File: src/rtl/pmc_pkg.sv
package pmc_pkg;

    typedef enum logic {
        DIR_READ  = 1'b0,
        DIR_WRITE = 1'b1
    } dir_e;

    typedef enum logic [1:0] {
        SPACE_MAIN  = 2'd0,
        SPACE_ALT_A = 2'd1,
        SPACE_ALT_B = 2'd2
    } space_e;

    typedef struct packed {
        dir_e   dir;
        space_e space;
    } stage_cfg_t;

    localparam int NUM_SPACES = 3;

    function automatic int bursts_for(input int n, input int blen);
        return (n + blen - 1) / blen;
    endfunction

    function automatic int space_span(input int n, input int blen);
        return bursts_for(n, blen) * blen;
    endfunction

    function automatic space_e decode_space(input logic [1:0] sel);
        space_e s;
        case (sel)
            2'd1:    s = SPACE_ALT_A;
            2'd2:    s = SPACE_ALT_B;
            default: s = SPACE_MAIN;
        endcase
        return s;
    endfunction

endpackage

File: src/rtl/pmc_sync_fifo.sv
module pmc_sync_fifo #(
    parameter int WIDTH = 128,
    parameter int DEPTH = 8
) (
    input  logic                       clk,
    input  logic                       rst,
    input  logic                       clear,
    input  logic                       push,
    input  logic [WIDTH-1:0]           push_data,
    input  logic                       pop,
    output logic [WIDTH-1:0]           pop_data,
    output logic [$clog2(DEPTH+1)-1:0] count
);
    localparam int PTR_W = $clog2(DEPTH);
    localparam int CNT_W = $clog2(DEPTH + 1);

    logic [WIDTH-1:0] storage [DEPTH];
    logic [PTR_W-1:0] wr_ptr;
    logic [PTR_W-1:0] rd_ptr;

    function automatic logic [PTR_W-1:0] next_ptr(input logic [PTR_W-1:0] p);
        return (p == PTR_W'(DEPTH - 1)) ? '0 : p + PTR_W'(1);
    endfunction

    always_ff @(posedge clk) begin
        if (rst || clear) begin
            wr_ptr <= '0;
            rd_ptr <= '0;
            count  <= '0;
        end else begin
            if (push) wr_ptr <= next_ptr(wr_ptr);
            if (pop)  rd_ptr <= next_ptr(rd_ptr);
            case ({push, pop})
                2'b10:   count <= count + CNT_W'(1);
                2'b01:   count <= count - CNT_W'(1);
                default: count <= count;
            endcase
        end
    end

    always_ff @(posedge clk) begin
        if (push) storage[wr_ptr] <= push_data;
    end

    assign pop_data = storage[rd_ptr];

endmodule

File: src/rtl/pmc_burst_addr.sv
module pmc_burst_addr
    import pmc_pkg::*;
#(
    parameter int N_PARTICLES = 10,
    parameter int BURST_LEN   = 4,
    parameter int ADDR_W      = 16
) (
    input  logic                                         clk,
    input  logic                                         rst,
    input  logic                                         start,
    input  space_e                                       space,
    input  logic                                         advance,
    output logic [$clog2(bursts_for(N_PARTICLES, BURST_LEN)+1)-1:0] burst_idx,
    output logic                                         all_issued,
    output logic [ADDR_W-1:0]                            addr
);
    localparam int NBURST = bursts_for(N_PARTICLES, BURST_LEN);
    localparam int SPAN   = space_span(N_PARTICLES, BURST_LEN);
    localparam int IDX_W  = $clog2(NBURST + 1);

    logic [ADDR_W-1:0] base;
    logic [ADDR_W-1:0] offset;

    always_ff @(posedge clk) begin
        if (rst || start) begin
            burst_idx <= '0;
        end else if (advance && !all_issued) begin
            burst_idx <= burst_idx + IDX_W'(1);
        end
    end

    always_comb begin
        all_issued = (int'(burst_idx) >= NBURST);
        base       = ADDR_W'(int'(space) * SPAN);
        offset     = ADDR_W'(int'(burst_idx) * BURST_LEN);
        addr       = base + offset;
    end

endmodule

File: src/rtl/pmc_read_prefetch.sv
module pmc_read_prefetch
    import pmc_pkg::*;
#(
    parameter int N_PARTICLES = 10,
    parameter int BURST_LEN   = 4,
    parameter int BEAT_W      = 128,
    parameter int DEPTH       = 8
) (
    input  logic                       clk,
    input  logic                       rst,
    input  logic                       start,
    input  logic                       active,
    input  logic                       all_issued,
    output logic                       req_valid,
    input  logic                       req_ready,
    input  logic                       rsp_valid,
    input  logic [BEAT_W-1:0]          rsp_data,
    output logic                       rd_valid,
    input  logic                       rd_ready,
    output logic [BEAT_W-1:0]          rd_data,
    output logic [$clog2(DEPTH+1)-1:0] fifo_count,
    output logic [$clog2(DEPTH+1)-1:0] outstanding,
    output logic                       done
);
    localparam int NBURST = bursts_for(N_PARTICLES, BURST_LEN);
    localparam int OCC_W  = $clog2(DEPTH + 1);
    localparam int RP_W   = $clog2(NBURST * BURST_LEN + 1);
    localparam int PC_W   = $clog2(N_PARTICLES + 1);

    logic [RP_W-1:0]  rsp_pidx;
    logic [PC_W-1:0]  delivered;
    logic             budget_ok;
    logic             req_fire;
    logic             keep_beat;
    logic             push;
    logic             pop;
    logic [OCC_W-1:0] add_beats;
    logic [OCC_W-1:0] sub_beats;

    always_comb begin
        budget_ok = (int'(fifo_count) + int'(outstanding) + BURST_LEN) <= DEPTH;
        req_valid = active && !all_issued && budget_ok;
        req_fire  = req_valid && req_ready;
        keep_beat = int'(rsp_pidx) < N_PARTICLES;
        push      = active && rsp_valid && keep_beat;
        rd_valid  = active && (fifo_count != '0);
        pop       = rd_valid && rd_ready;
        add_beats = req_fire  ? OCC_W'(BURST_LEN) : '0;
        sub_beats = rsp_valid ? OCC_W'(1) : '0;
        done      = active && (int'(delivered) == N_PARTICLES);
    end

    always_ff @(posedge clk) begin
        if (rst || start) begin
            outstanding <= '0;
            rsp_pidx    <= '0;
            delivered   <= '0;
        end else begin
            outstanding <= outstanding + add_beats - sub_beats;
            if (rsp_valid) rsp_pidx  <= rsp_pidx + RP_W'(1);
            if (pop)       delivered <= delivered + PC_W'(1);
        end
    end

    pmc_sync_fifo #(
        .WIDTH (BEAT_W),
        .DEPTH (DEPTH)
    ) u_fifo (
        .clk       (clk),
        .rst       (rst),
        .clear     (start),
        .push      (push),
        .push_data (rsp_data),
        .pop       (pop),
        .pop_data  (rd_data),
        .count     (fifo_count)
    );

endmodule

File: src/rtl/pmc_write_packer.sv
module pmc_write_packer
    import pmc_pkg::*;
#(
    parameter int N_PARTICLES = 10,
    parameter int BURST_LEN   = 4,
    parameter int BEAT_W      = 128
) (
    input  logic                          clk,
    input  logic                          rst,
    input  logic                          start,
    input  logic                          active,
    input  logic                          wr_valid,
    output logic                          wr_ready,
    input  logic [BEAT_W-1:0]             wr_data,
    output logic                          req_valid,
    input  logic                          req_ready,
    output logic [BURST_LEN*BEAT_W-1:0]   req_wdata,
    output logic [BURST_LEN-1:0]          req_mask,
    output logic                          done
);
    localparam int FILL_W = $clog2(BURST_LEN + 1);
    localparam int SLOT_W = $clog2(BURST_LEN);
    localparam int PC_W   = $clog2(N_PARTICLES + 1);

    logic [BEAT_W-1:0] beat_buf [BURST_LEN];
    logic [FILL_W-1:0] fill;
    logic [PC_W-1:0]   accepted;
    logic [PC_W-1:0]   committed;
    logic              pending;
    logic              accept;
    logic              burst_closes;

    always_comb begin
        wr_ready     = active && !pending && (int'(accepted) != N_PARTICLES);
        accept       = wr_valid && wr_ready;
        burst_closes = (int'(fill) + 1 == BURST_LEN) ||
                       (int'(accepted) + 1 == N_PARTICLES);
        req_valid    = pending;
        done         = active && (int'(committed) == N_PARTICLES);
    end

    always_ff @(posedge clk) begin
        if (rst || start) begin
            fill      <= '0;
            accepted  <= '0;
            committed <= '0;
            pending   <= 1'b0;
        end else if (accept) begin
            fill     <= fill + FILL_W'(1);
            accepted <= accepted + PC_W'(1);
            if (burst_closes) pending <= 1'b1;
        end else if (pending && req_ready) begin
            pending   <= 1'b0;
            fill      <= '0;
            committed <= committed + PC_W'(fill);
        end
    end

    always_ff @(posedge clk) begin
        if (accept) beat_buf[SLOT_W'(fill)] <= wr_data;
    end

    for (genvar g = 0; g < BURST_LEN; g++) begin : g_lane
        always_comb begin
            req_mask[g]                    = pending && (g < int'(fill));
            req_wdata[g*BEAT_W +: BEAT_W] = req_mask[g] ? beat_buf[g] : '0;
        end
    end

endmodule

File: src/rtl/particle_stream_ctrl.sv
module particle_stream_ctrl
    import pmc_pkg::*;
#(
    parameter int N_PARTICLES = 10,
    parameter int BEAT_W      = 128,
    parameter int BURST_LEN   = 4,
    parameter int FIFO_DEPTH  = 8,
    parameter int ADDR_W      = 16
) (
    input  logic                        clk,
    input  logic                        rst,
    input  logic                        stage_start,
    input  logic                        stage_dir,
    input  logic [1:0]                  region_sel,
    output logic                        rd_valid,
    input  logic                        rd_ready,
    output logic [BEAT_W-1:0]           rd_data,
    input  logic                        wr_valid,
    output logic                        wr_ready,
    input  logic [BEAT_W-1:0]           wr_data,
    output logic                        stage_done,
    output logic                        mem_req_valid,
    input  logic                        mem_req_ready,
    output logic                        mem_req_write,
    output logic [ADDR_W-1:0]           mem_req_addr,
    output logic [BURST_LEN*BEAT_W-1:0] mem_req_wdata,
    output logic [BURST_LEN-1:0]        mem_req_mask,
    input  logic                        mem_rsp_valid,
    input  logic [BEAT_W-1:0]           mem_rsp_data
);
    localparam int NBURST = bursts_for(N_PARTICLES, BURST_LEN);
    localparam int IDX_W  = $clog2(NBURST + 1);
    localparam int OCC_W  = $clog2(FIFO_DEPTH + 1);

    stage_cfg_t                  cfg;
    logic                        stage_active;
    logic                        rd_active;
    logic                        wr_active;
    logic                        rd_req_valid;
    logic                        wr_req_valid;
    logic                        req_fire;
    logic                        all_issued;
    logic [IDX_W-1:0]            burst_idx;
    logic [OCC_W-1:0]            fifo_count;
    logic [OCC_W-1:0]            rd_outstanding;
    logic                        rd_done;
    logic                        wr_done;
    logic [BURST_LEN*BEAT_W-1:0] wr_wdata;
    logic [BURST_LEN-1:0]        wr_mask;

    always_ff @(posedge clk) begin
        if (rst) begin
            stage_active <= 1'b0;
            cfg          <= '{dir: DIR_READ, space: SPACE_MAIN};
        end else if (stage_start) begin
            stage_active <= 1'b1;
            cfg.dir      <= dir_e'(stage_dir);
            cfg.space    <= decode_space(region_sel);
        end
    end

    always_comb begin
        rd_active     = stage_active && (cfg.dir == DIR_READ);
        wr_active     = stage_active && (cfg.dir == DIR_WRITE);
        mem_req_valid = rd_req_valid || wr_req_valid;
        mem_req_write = wr_active;
        mem_req_wdata = wr_wdata;
        mem_req_mask  = wr_active ? wr_mask : '1;
        req_fire      = mem_req_valid && mem_req_ready;
        stage_done    = rd_done || wr_done;
    end

    pmc_burst_addr #(
        .N_PARTICLES (N_PARTICLES),
        .BURST_LEN   (BURST_LEN),
        .ADDR_W      (ADDR_W)
    ) u_addr (
        .clk        (clk),
        .rst        (rst),
        .start      (stage_start),
        .space      (cfg.space),
        .advance    (req_fire),
        .burst_idx  (burst_idx),
        .all_issued (all_issued),
        .addr       (mem_req_addr)
    );

    pmc_read_prefetch #(
        .N_PARTICLES (N_PARTICLES),
        .BURST_LEN   (BURST_LEN),
        .BEAT_W      (BEAT_W),
        .DEPTH       (FIFO_DEPTH)
    ) u_rd (
        .clk         (clk),
        .rst         (rst),
        .start       (stage_start),
        .active      (rd_active),
        .all_issued  (all_issued),
        .req_valid   (rd_req_valid),
        .req_ready   (mem_req_ready),
        .rsp_valid   (mem_rsp_valid),
        .rsp_data    (mem_rsp_data),
        .rd_valid    (rd_valid),
        .rd_ready    (rd_ready),
        .rd_data     (rd_data),
        .fifo_count  (fifo_count),
        .outstanding (rd_outstanding),
        .done        (rd_done)
    );

    pmc_write_packer #(
        .N_PARTICLES (N_PARTICLES),
        .BURST_LEN   (BURST_LEN),
        .BEAT_W      (BEAT_W)
    ) u_wr (
        .clk       (clk),
        .rst       (rst),
        .start     (stage_start),
        .active    (wr_active),
        .wr_valid  (wr_valid),
        .wr_ready  (wr_ready),
        .wr_data   (wr_data),
        .req_valid (wr_req_valid),
        .req_ready (mem_req_ready),
        .req_wdata (wr_wdata),
        .req_mask  (wr_mask),
        .done      (wr_done)
    );

endmodule

File: config.mk
export PLATFORM = sky130hd
export DESIGN_NAME = particle_stream_ctrl
export DESIGN_NICKNAME = d
export VERILOG_FILES = /design/src/rtl/pmc_pkg.sv /design/src/rtl/pmc_sync_fifo.sv /design/src/rtl/pmc_burst_addr.sv /design/src/rtl/pmc_read_prefetch.sv /design/src/rtl/pmc_write_packer.sv /design/src/rtl/particle_stream_ctrl.sv
export SDC_FILE = /design/constraint.sdc
export NUM_CORES = 1
export LEC_CHECK = 0
export BUFFER_PORTS_ARGS = -buffer_cell sky130_fd_sc_hd__buf_2
export CAP_MARGIN = 25
export CORE_UTILIZATION = 47
export DETAILED_ROUTE_END_ITERATION = 12
export PLACE_DENSITY = 0.68
export SYNTH_ARGS = -nofsm -noshare
export SYNTH_HDL_FRONTEND = slang
export SYNTH_SLANG_ARGS = --single-unit
export TNS_END_PERCENT = 5
File: constraint.sdc
create_clock -name clk -period 17.7 [get_ports clk]
set_input_delay 3.54 -clock clk [delete_from_list [all_inputs] [get_ports clk]]
set_output_delay 3.54 -clock clk [all_outputs]
set_load 0.01 [all_outputs]
* Yosys cells after proc, flatten, opt, wreduce, memory -nomap -nowiden
Memories as Yosys holds them, arrays and structs flattened. A register that Yosys moved wholly into a read port is not among the register bits.
Cells that the tools add are included.
** Word-level totals
- Register bits :: 40
- Output and inout bits :: 665
- Memories kept :: 2
- Bits in writable memories :: 1536
** Operators by class
- Add/sub/neg operators :: 17
- Eq/ne operators :: 12
- Bitwise logic cells :: 2
- Muxes and demuxes :: 22
- Multiply operators :: 1
- Reduce and logical (&&, ||, !) cells :: 32
- Order comparisons :: 7
** Memories
- u_rd.u_fifo.storage :: words 8, width 128, rd ports 1, clocked after memory_dff 1, wr ports 1, line pmc_sync_fifo.sv:17 : logic [WIDTH-1:0] storage [DEPTH];
- u_wr.beat_buf :: words 4, width 128, rd ports 4, clocked after memory_dff 0, wr ports 1, line pmc_write_packer.sv:25 : logic [BEAT_W-1:0] beat_buf [BURST_LEN];
** Operator list (count)
- $mux 128 :: 4
- $add 32x4->32 const B :: 1
- $eq 32x4->1 const B :: 1
- $eq 32x5->1 const B :: 1
- $le 32x5->1 const B :: 1
- $logic_and 1x1->1 :: 21
- $mux 3 :: 7
- $add 16x4->16 :: 1
- $add 4x1->4 const B :: 4
- $add 3x1->3 const B :: 3
- $eq 4x4->1 const B :: 2
- $mux 1 :: 8
- $pmux 4 s2 :: 1
- $eq 3x3->1 const B :: 2
- $lt 1x3->1 const A :: 2
- $lt 2x3->1 const A :: 2
- $add 4x1->5 const B :: 1
- $add 4x4->5 :: 1
- $add 3x1->4 const B :: 1
- $add 4x3->4 :: 1
- $add 4x4->4 :: 1
- $eq 2x1->1 const B :: 2
- $eq 2x2->1 const B :: 2
- $logic_or 1x1->1 :: 4
- other kinds (15) :: 19

* Logic depth before layout (Yosys ltp)
Gate-level depths: netlist of run 1.
- Depth in word-level cells :: 8
- Depth in mapped cells :: 15
- Mapped depth without buffers :: 15

* Cells and area by module
Synthesis of run 1 repeated with hierarchy kept, for this count alone.
** Second synthesis, totals
- Cells, all modules :: 2878
- Area total of the unflattened synthesis :: 60601.9 µm²
** Modules (own cells, without submodules)
- pmc_sync_fifo :: cells an instance 1551, sequential area each 31009.7 µm², area an instance 39575.5 µm², times used 1
- pmc_write_packer :: cells an instance 1185, sequential area each 15615.0 µm², area an instance 19715.2 µm², times used 1
- pmc_read_prefetch :: cells an instance 86, sequential area each 240.2 µm², area an instance 805.8 µm², times used 1
- pmc_burst_addr :: cells an instance 32, sequential area each 40.0 µm², area an instance 304.0 µm², times used 1
- particle_stream_ctrl :: cells an instance 24, sequential area each 80.1 µm², area an instance 201.4 µm², times used 1

* Least setup slack after synthesis of run 1
OpenSTA, ideal clock, no wires.
- Path kind :: input-to-reg
- Start point :: input port mem_rsp_valid
- End point :: memory u_rd.u_fifo.storage[0][0], enable pin
- Setup time :: 0.935 ns
- Data arrival time :: 16.214 ns
- Path buffers :: 1
- Slack :: 0.551 ns
- Cell stages on the path :: 3
- Cell sequence :: clkbuf_1 -> nand3_1 -> nor4_1
** Between the ends
- Longest elaborated chain between the ends :: 4
** Ends and longest elaborated chain
- start, declared :: line particle_stream_ctrl.sv:28 : input logic mem_rsp_valid,
- $logic_and 1x1->1 (2 in a row) :: line pmc_read_prefetch.sv:45 : push = active && rsp_valid && keep_beat;
- $mux 1 :: line pmc_sync_fifo.sv:42 : if (push) storage[wr_ptr] <= push_data;
- $mux 1 (not written as such) :: line pmc_sync_fifo.sv:42
- end, declared :: line pmc_sync_fifo.sv:17
Every way passes these cells.

==> insert_results.sql, run 1 <==
INSERT INTO impl_metrics (metric_group, metric, value, unit) VALUES
('run_status', 'status', 'finished, final reports clean', ''),
('power', 'p_comb_share', '2.1', '%'),
('power', 'share_clk_of_total_power', '42.8', '%'),
('sta', 'timing.clock.skew', '38.1', 'ps'),
('power', 'power_density', '105', 'mW/mm^2'),
('global_routing', 'overflow', '0', ''),
('sta', 'grt_setup_unrepaired', 'no', ''),
('placed_design', 'placed_cells_incl_taps', '5340', ''),
('floorplanning', 'die_h', '359', 'um'),
('sta', 'hold_viol', '0', ''),
('floorplanning', 'placeableCoreArea', '0.126', 'sq mm'),
('clocking', 'clock_latency', '790', 'ps'),
('logic_synthesis', 'synth_enable_flop_cells', '1536', ''),
('clocking', 'cts.hold.buffers_added', '0', ''),
('setup_path', 'worst-setup-path-type', 'reg2out', ''),
('routing', 'route.antenna.remaining_nets', '0', ''),
('setup_path', 'timing.critical_path.cells', 'buf_12 -> buf_12 -> mux4_2 -> mux2_2 -> buf_2', ''),
('sta', 'finalMaxSlewViolations', '0', ''),
('sta', 'actual_transition_at_the_worst_max_transition_pin', '1330', 'ps'),
('global_routing', 'grt_start_max_net_pins', '129', ''),
('setup_path', 'path_max_fanout', '110', ''),
('sta', 'max_freq', '0.124', 'GHz'),
('sta', 'report.final.setup_viol', '0', ''),
('logic_synthesis', 'ys_types', '45', ''),
('clocking', 'buffers_from_clock_root_to_sink_at_most', '3', ''),
('global_routing', 'via_count_of_the_first_global_routing_pass', '31100', ''),
('sta', 'period_minus_slack', '8080', 'ps'),
('placed_design', 'post-dp-hpwl', '103', 'mm'),
('run', 'cap_viol_max_count', '0', ''),
('setup_path', 'critPathMostFrequentCell', 'sky130_fd_sc_hd__buf_12', ''),
('floorplanning', 'die-area', '0.129', 'sq mm'),
('layout', 'fillers', '9421', ''),
('clocking', 'post_cts.repair.setup_buffers', '0', ''),
('logic_synthesis', 'yosys_warnings', '0', ''),
('placed_design', 'io_buffer_count', '919', ''),
('layout', 'drive_gt1_share', '39.4', '%'),
('clocking', 'clk_root_buffer_cell', 'sky130_fd_sc_hd__clkbuf_16', ''),
('routing', 'wirelength', '161', 'mm'),
('power', 'p_seq_share', '55.1', '%'),
('setup_path', 'worstSetupStartpointType', 'register', ''),
('floorplanning', 'boundaryPins', '931', ''),
('sta', 'fin_worst_hold_slack', '468', 'ps'),
('setup_path', 'critPathMaxStageDelay', '910', 'ps'),
('logic_synthesis', 'yosys_register_bits', '1579', ''),
('routing', 'vias_per_cell', '5.49', ''),
('setup_path', 'cp_num_buf_inv', '3', ''),
('sta', 'min_period_over_period', '45.7', '%'),
('floorplanning', 'std_cell_rows', '130', ''),
('clocking', 'tritoncts', 'yes', ''),
('layout', 'fin_cells', '5698', ''),
('power', 'power.ir.vdd_worst', '95.3', 'uV'),
('hold_path', 'hold_class', 'reg2reg', ''),
('setup_path', 'crit_path_end_kind', 'primary output', ''),
('setup_path', 'worstPathRequired', '14160', 'ps'),
('clocking', 'post_cts.resized_instances', '0', ''),
('clocking', 'tritoncts.num_buffers', '158', ''),
('power', 'cellInternalPower', '6.00', 'mW'),
('layout', 'area_delta_synth_final', '19.2', '%'),
('setup_path', 'worst-endpoint-arrival', '4540', 'ps'),
('clocking', 'h-tree-depth', '4', ''),
('routing', 'detail_route.iter0.violations', '3303', ''),
('power', 'sw_frac_of_total', '19.9', '%'),
('routing', 'route.vias.total', '31300', ''),
('clocking', 'cts.sink_count', '1579', ''),
('floorplanning', 'die_width', '359', 'um'),
('global_routing', 'grt.total_usage', '24.7', '%'),
('setup_path', 'critical_path.slowest_cell', 'sky130_fd_sc_hd__dfxtp_4', ''),
('logic_synthesis', 'ys_seq_area_share', '78.4', '%'),
('layout', 'layout.nets', '4156', ''),
('placed_design', 'finalWeightedCongestion', '0.873', ''),
('sta', 'max-slew-margin-rel', '11.5', '%');
## power by group through the flow
stage	clock network [mW]	registers, mW	logic [mW]
final	3.21	4.12	0.158
after CTS	3.26	4.12	0.158
after detailed placement	0	4.20	0.157
after floorplan	0	4.21	0.0545
after global placement	0	4.20	0.153
after global routing	3.40	4.12	0.169
## sequential cells by signal (all words and copies together), names as in the netlist, 4 cells and up, named ones only
register	count
u_rd.u_fifo.count	4
u_wr.accepted	4
u_rd.rsp_pidx	4
u_rd.delivered	4
u_wr.committed	4
u_rd.outstanding	4
u_wr.beat_buf	512
u_rd.u_fifo.storage	1024
## cell usage after synthesis (all sizes together) (6+ instances only)
library cell  count  area share, %
a21oi            23           0.19
and2            261            2.7
and3            129            1.3
buf              64           0.83
clkbuf           95           0.59
dfxtp            43            1.4
edfxtp         1536             77
ha               34           0.71
inv              25           0.16
mux2            128            2.4
mux2i             6           0.10
mux4            256            9.6
nand2            24           0.15
nand2b            6          0.063
nor2             45           0.28
nor2b           129            1.3
nor3              7          0.058
xnor2             9           0.13
xor2             13           0.19
## layout make-up
class | count | area (sq um) | area share [%]
clock inverter | 78 | 704 | 0.986
inverter | 26 | 103 | 0.144
multi-input combinational | 1132 | 12100 | 17.0
clock buffer | 207 | 4250 | 5.95
timing repair buffer | 954 | 5000 | 7.00
sequential | 1579 | 47000 | 65.8
antenna | 72 | 180 | 0.252
tap | 1650 | 2060 | 2.89
## layout by cell type, fill, tap and decap left out, types with 22 or more instances in the layout
| cell type | netlist | routed |
|---|---|---|
| sky130_fd_sc_hd__buf_4 | 12 | 25 |
| sky130_fd_sc_hd__mux2_2 | 128 | 128 |
| sky130_fd_sc_hd__mux4_2 | 256 | 256 |
| sky130_fd_sc_hd__nor2_1 | 45 | 40 |
| sky130_fd_sc_hd__and3_1 | 129 | 129 |
| sky130_fd_sc_hd__a21oi_1 | 23 | 22 |
| sky130_fd_sc_hd__nor2b_1 | 129 | 129 |
| sky130_fd_sc_hd__buf_2 | 8 | 919 |
| sky130_fd_sc_hd__edfxtp_1 | 1536 | 1536 |
| sky130_fd_sc_hd__and2_1 | 261 | 258 |
| sky130_fd_sc_hd__inv_1 | 24 | 23 |
| sky130_fd_sc_hd__diode_2 | 0 | 72 |
| sky130_fd_sc_hd__clkbuf_1 | 95 | 41 |
| sky130_fd_sc_hd__clkbuf_16 | 0 | 161 |
| sky130_fd_sc_hd__nand2_1 | 24 | 24 |
| sky130_fd_sc_hd__ha_1 | 34 | 34 |
| sky130_fd_sc_hd__clkinv_1 | 1 | 41 |
| sky130_fd_sc_hd__dfxtp_1 | 43 | 38 |
## logic make-up after synthesis
group | count (synthesis) | synth area share (%)
AOI/OAI and AO/OA | 43 | 0.447
xor gates and xnor gates | 22 | 0.321
adders and majority gates | 39 | 0.876
buffers and inverters | 185 | 1.59
DFF | 1579 | 78.4
muxes | 390 | 12.1
other | 1 | 0.00625
and+or+nand+nor | 627 | 6.28
## worst paths after layout
| path | start | to | slack (ps) | cells after the start |
|---|---|---|---|---|
| hold / removal | u_rd.u_fifo.rd_ptr[1]$_SDFFE_PP0P_ | register | 470 | 2 |
| setup reg to reg | u_wr.accepted[0]$_SDFFE_PP0P_ | u_wr.beat_buf[0][45]$_DFFE_PP_ | 13520 | 7 |
| hold reg to reg | u_rd.u_fifo.rd_ptr[1]$_SDFFE_PP0P_ | register | 470 | 2 |
| setup / recovery | register | rd_data[105] | 9620 | 5 |
## stage by stage
stage	setup WS [ps]	cell area (sq um)	util, %	power (mW)
2_1_floorplan	551	60000	-	4.26
3_3_place_gp	10380	66300	52.6	4.35
3_5_place_dp	10360	66300	52.6	4.36
4_1_cts	9470	71200	56.5	7.54
5_1_grt	9220	71300	56.6	7.69
6_report	9620	71500	56.7	7.49
## tightest hold or removal path, delay by kind of cell, from the launching register on
family	cells	cell delay, ps
compound gates	1	70
simple gates	1	50
flops	1	310
## per-layer routing
metal  vias up  GRT usage, %  wire, um  share of wire, %
met2      1410          37.1     74500                46
met3       290          10.1     19100                12
met5         -             0       223              0.14
met4        36          11.4      6690               4.1
met1     16100          31.4     60700                38
li1      13400             -         -                 -
Note: power is estimated with default switching activity, not from simulation.
==> run 2, diff against run 1 <==
- clock period: 17.7 -> 7.4 ns (I/O delays scaled with it)
==> run 2 against run 1 <==
Global-route usage about the same. Worst setup slack got worse by 7400 ps. Critical path depth unchanged. Routed wire length grew 0.12%. Power rose by 140%. Register-to-register slack worse by 9800 ps. Utilization hardly changed. Clock-buffer cell count is 11 lower. Worst hold slack improved by 14 ps. Final area is essentially flat. Flip-flop and latch count unchanged. Clock power rose by 140%. Largest cell class unchanged. Largest power group unchanged.
==> insert_results.sql, run 2 (synthesized netlist as in run 1, its figures left out) <==
INSERT INTO impl_metrics (metric_group, metric, value, unit) VALUES
('routing', 'detail_route.iter0.violations', '3395', ''),
('setup_path', 'worstPathRequired', '5920', 'ps'),
('power', 'power.ir.vdd_worst', '220', 'uV'),
('power', 'static-leakage-power', '25.5', 'nW'),
('layout', 'largest_register_ffs', '1024', ''),
('routing', 'detail_route.first_pass.iterations', '5', ''),
('setup_path', 'path_max_fanout', '96', ''),
('sta', 'min_period_over_period', '70.0', '%'),
('global_routing', 'globalRouteMet3Util', '8.29', '%'),
('clocking', 'tritoncts.num_buffers', '159', ''),
('global_routing', 'grt_pass1_wl', '227', 'mm'),
('clocking', 'post_cts.resized_instances', '0', ''),
('global_routing', 'initial_antenna_violation_count', '84', ''),
('run', 'cap_viol_max_count', '0', ''),
('layout', 'reg.largest.list', 'u_rd.u_fifo.storage (1024), u_wr.beat_buf (512)', ''),
('sta', 'actual_transition_at_the_worst_max_transition_pin', '1260', 'ps'),
('global_routing', 'grt_start_max_net_pins', '129', ''),
('setup_path', 'worst-endpoint-arrival', '3700', 'ps'),
('global_routing', 'overflow', '0', ''),
('clocking', 'cts.clk_slew.worst_paths', '60', 'ps'),
('placed_design', 'post-dp-hpwl', '103', 'mm'),
('routing', 'wirelength', '161', 'mm'),
('layout', 'layout.nets', '4157', ''),
('routing', 'route.vias.total', '31700', ''),
('setup_path', 'worst-setup-path-type', 'reg2out', ''),
('layout', 'final_design_instance_area_without_fill', '0.0715', 'sq mm'),
('sta', 'max-slew-margin-rel', '16.1', '%'),
('global_routing', 'globalRouteMet1Util', '33.1', '%'),
('layout', 'layout_common_cells', 'sky130_fd_sc_hd__edfxtp_1, sky130_fd_sc_hd__buf_2, sky130_fd_sc_hd__and2_1, sky130_fd_sc_hd__mux4_2, sky130_fd_sc_hd__clkbuf_16', ''),
('global_routing', 'groute.layer.met2.usage', '37.1', '%'),
('routing', 'route.antenna.remaining_nets', '0', ''),
('floorplanning', 'initial_utilization', '47.6', '%'),
('sta', 'grt_setup_unrepaired', 'no', ''),
('layout', 'drive_gt1_share', '39.6', '%'),
('sta', 'finalMaxSlewViolations', '0', ''),
('placed_design', 'preCtsSetupSlack', '3090', 'ps'),
('sta', 'report.final.setup_viol', '0', ''),
('run_status', 'status', 'finished, final reports clean', ''),
('placed_design', 'placedInstanceArea', '0.0664', 'sq mm'),
('clocking', 'cts.sink_count', '1579', ''),
('clocking', 'post_cts.repair.setup_buffers', '0', ''),
('sta', 'timing.clock.skew', '48.9', 'ps'),
('floorplanning', 'placeableCoreArea', '0.126', 'sq mm'),
('routing', 'drt_drc_violations_left', '0', ''),
('power', 'power_density', '250', 'mW/mm^2'),
('routing', 'vias_per_cell', '5.57', ''),
('layout', 'area_delta_synth_final', '19.2', '%'),
('global_routing', 'gr-max-usage-layer', 'met2', ''),
('floorplanning', 'die_width', '359', 'um'),
('global_routing', 'via_count_of_the_first_global_routing_pass', '31000', ''),
('layout', 'top_register', 'u_rd.u_fifo.storage', ''),
('clocking', 'h-tree-depth', '4', ''),
('floorplanning', 'die_h', '359', 'um'),
('floorplanning', 'std_cell_rows', '130', ''),
('sta', 'final_critical_path_setup_slack', '2220', 'ps'),
('power', 'fin_total_pwr', '17.9', 'mW'),
('clocking', 'tritoncts', 'yes', ''),
('clocking', 'buffers_from_clock_root_to_sink_at_most', '3', ''),
('setup_path', 'crit_path_end_kind', 'primary output', ''),
('placed_design', 'finalWeightedCongestion', '0.916', ''),
('layout', 'layout.core_utilization', '56.7', '%'),
('sta', 'period_minus_slack', '5180', 'ps'),
('sta', 'hold_viol', '0', ''),
('setup_path', 'worstSetupStartpointType', 'register', ''),
('sta', 'max_freq', '0.193', 'GHz'),
('layout', 'final_common_cell', 'sky130_fd_sc_hd__edfxtp_1', ''),
('clocking', 'cts.hold.buffers_added', '0', ''),
('floorplanning', 'die-area', '0.129', 'sq mm'),
('routing', 'wl_per_cell', '28.4', 'um'),
('hold_path', 'hold_class', 'reg2reg', ''),
('floorplanning', 'boundaryPins', '931', ''),
('global_routing', 'grt.total_usage', '24.7', '%'),
('clocking', 'clock_latency', '780', 'ps'),
('placed_design', 'io_buffer_count', '919', ''),
('clocking', 'clk_root_buffer_cell', 'sky130_fd_sc_hd__clkbuf_16', '');
[run 2: changes by cell type in the layout (fill, tap and decap cells not counted), sizes merged]
cell,delta
clkbuf,-11
clkinv,+11
bufinv,-3
inv,+6
diode,-9
[run 2: worst max-delay path, cell delays in order (launching register included)]
cell and delay, ps:
sky130_fd_sc_hd__dfxtp_4 620, sky130_fd_sc_hd__inv_2 180, sky130_fd_sc_hd__nor2_4 630, sky130_fd_sc_hd__buf_4 860, sky130_fd_sc_hd__and2_1 350, sky130_fd_sc_hd__buf_2 190
[run 2: final cells by class]
class	instances	area, sq um
antenna	63	158
clock inverter	92	756
tap	1650	2060
timing repair buffer	954	5060
sequential	1579	47000
multi-input combinational	1132	12200
clock buffer	196	4170
inverter	26	103
fill	9455	54600
[run 2: power by group]
group | switching [mW] | leakage (nW) | total (mW) | internal [mW]
clock | 3.37 | 2.40 | 7.61 | 4.24
sequential | 0.0167 | 14.2 | 9.87 | 9.85
combinational | 0.258 | 8.95 | 0.392 | 0.135
[run 2: path summary, 6_finish.rpt]
check,start,endpoint,slack [ps],cells past startpoint
max,u_wr.req_valid$_SDFFE_PP0P_,mem_req_wdata[331],2220,5
min,u_rd.u_fifo.rd_ptr[2]$_SDFFE_PP0P_,register,480,2
max reg2reg,u_wr.accepted[0]$_SDFFE_PP0P_,u_wr.beat_buf[3][20]$_DFFE_PP_,3710,7
min reg2reg,u_rd.u_fifo.rd_ptr[2]$_SDFFE_PP0P_,register,480,2
[run 2: through the flow]
stage	hold slack [ps]	instances	setup TNS (ps)
after floorplan	450	2896	-286770
after detailed placement	466	5341	0
after CTS	488	5629	0
final	482	5692	0
after global placement	459	5340	0
after global routing	515	5650	0
[run 2: metal layers]
layer  wire length, um  vias to the layer above
met1             62200                    16300
li1                  -                    13400
met4              5840                       26
met3             18200                      279
met2             75100                     1622
met5               142                        -
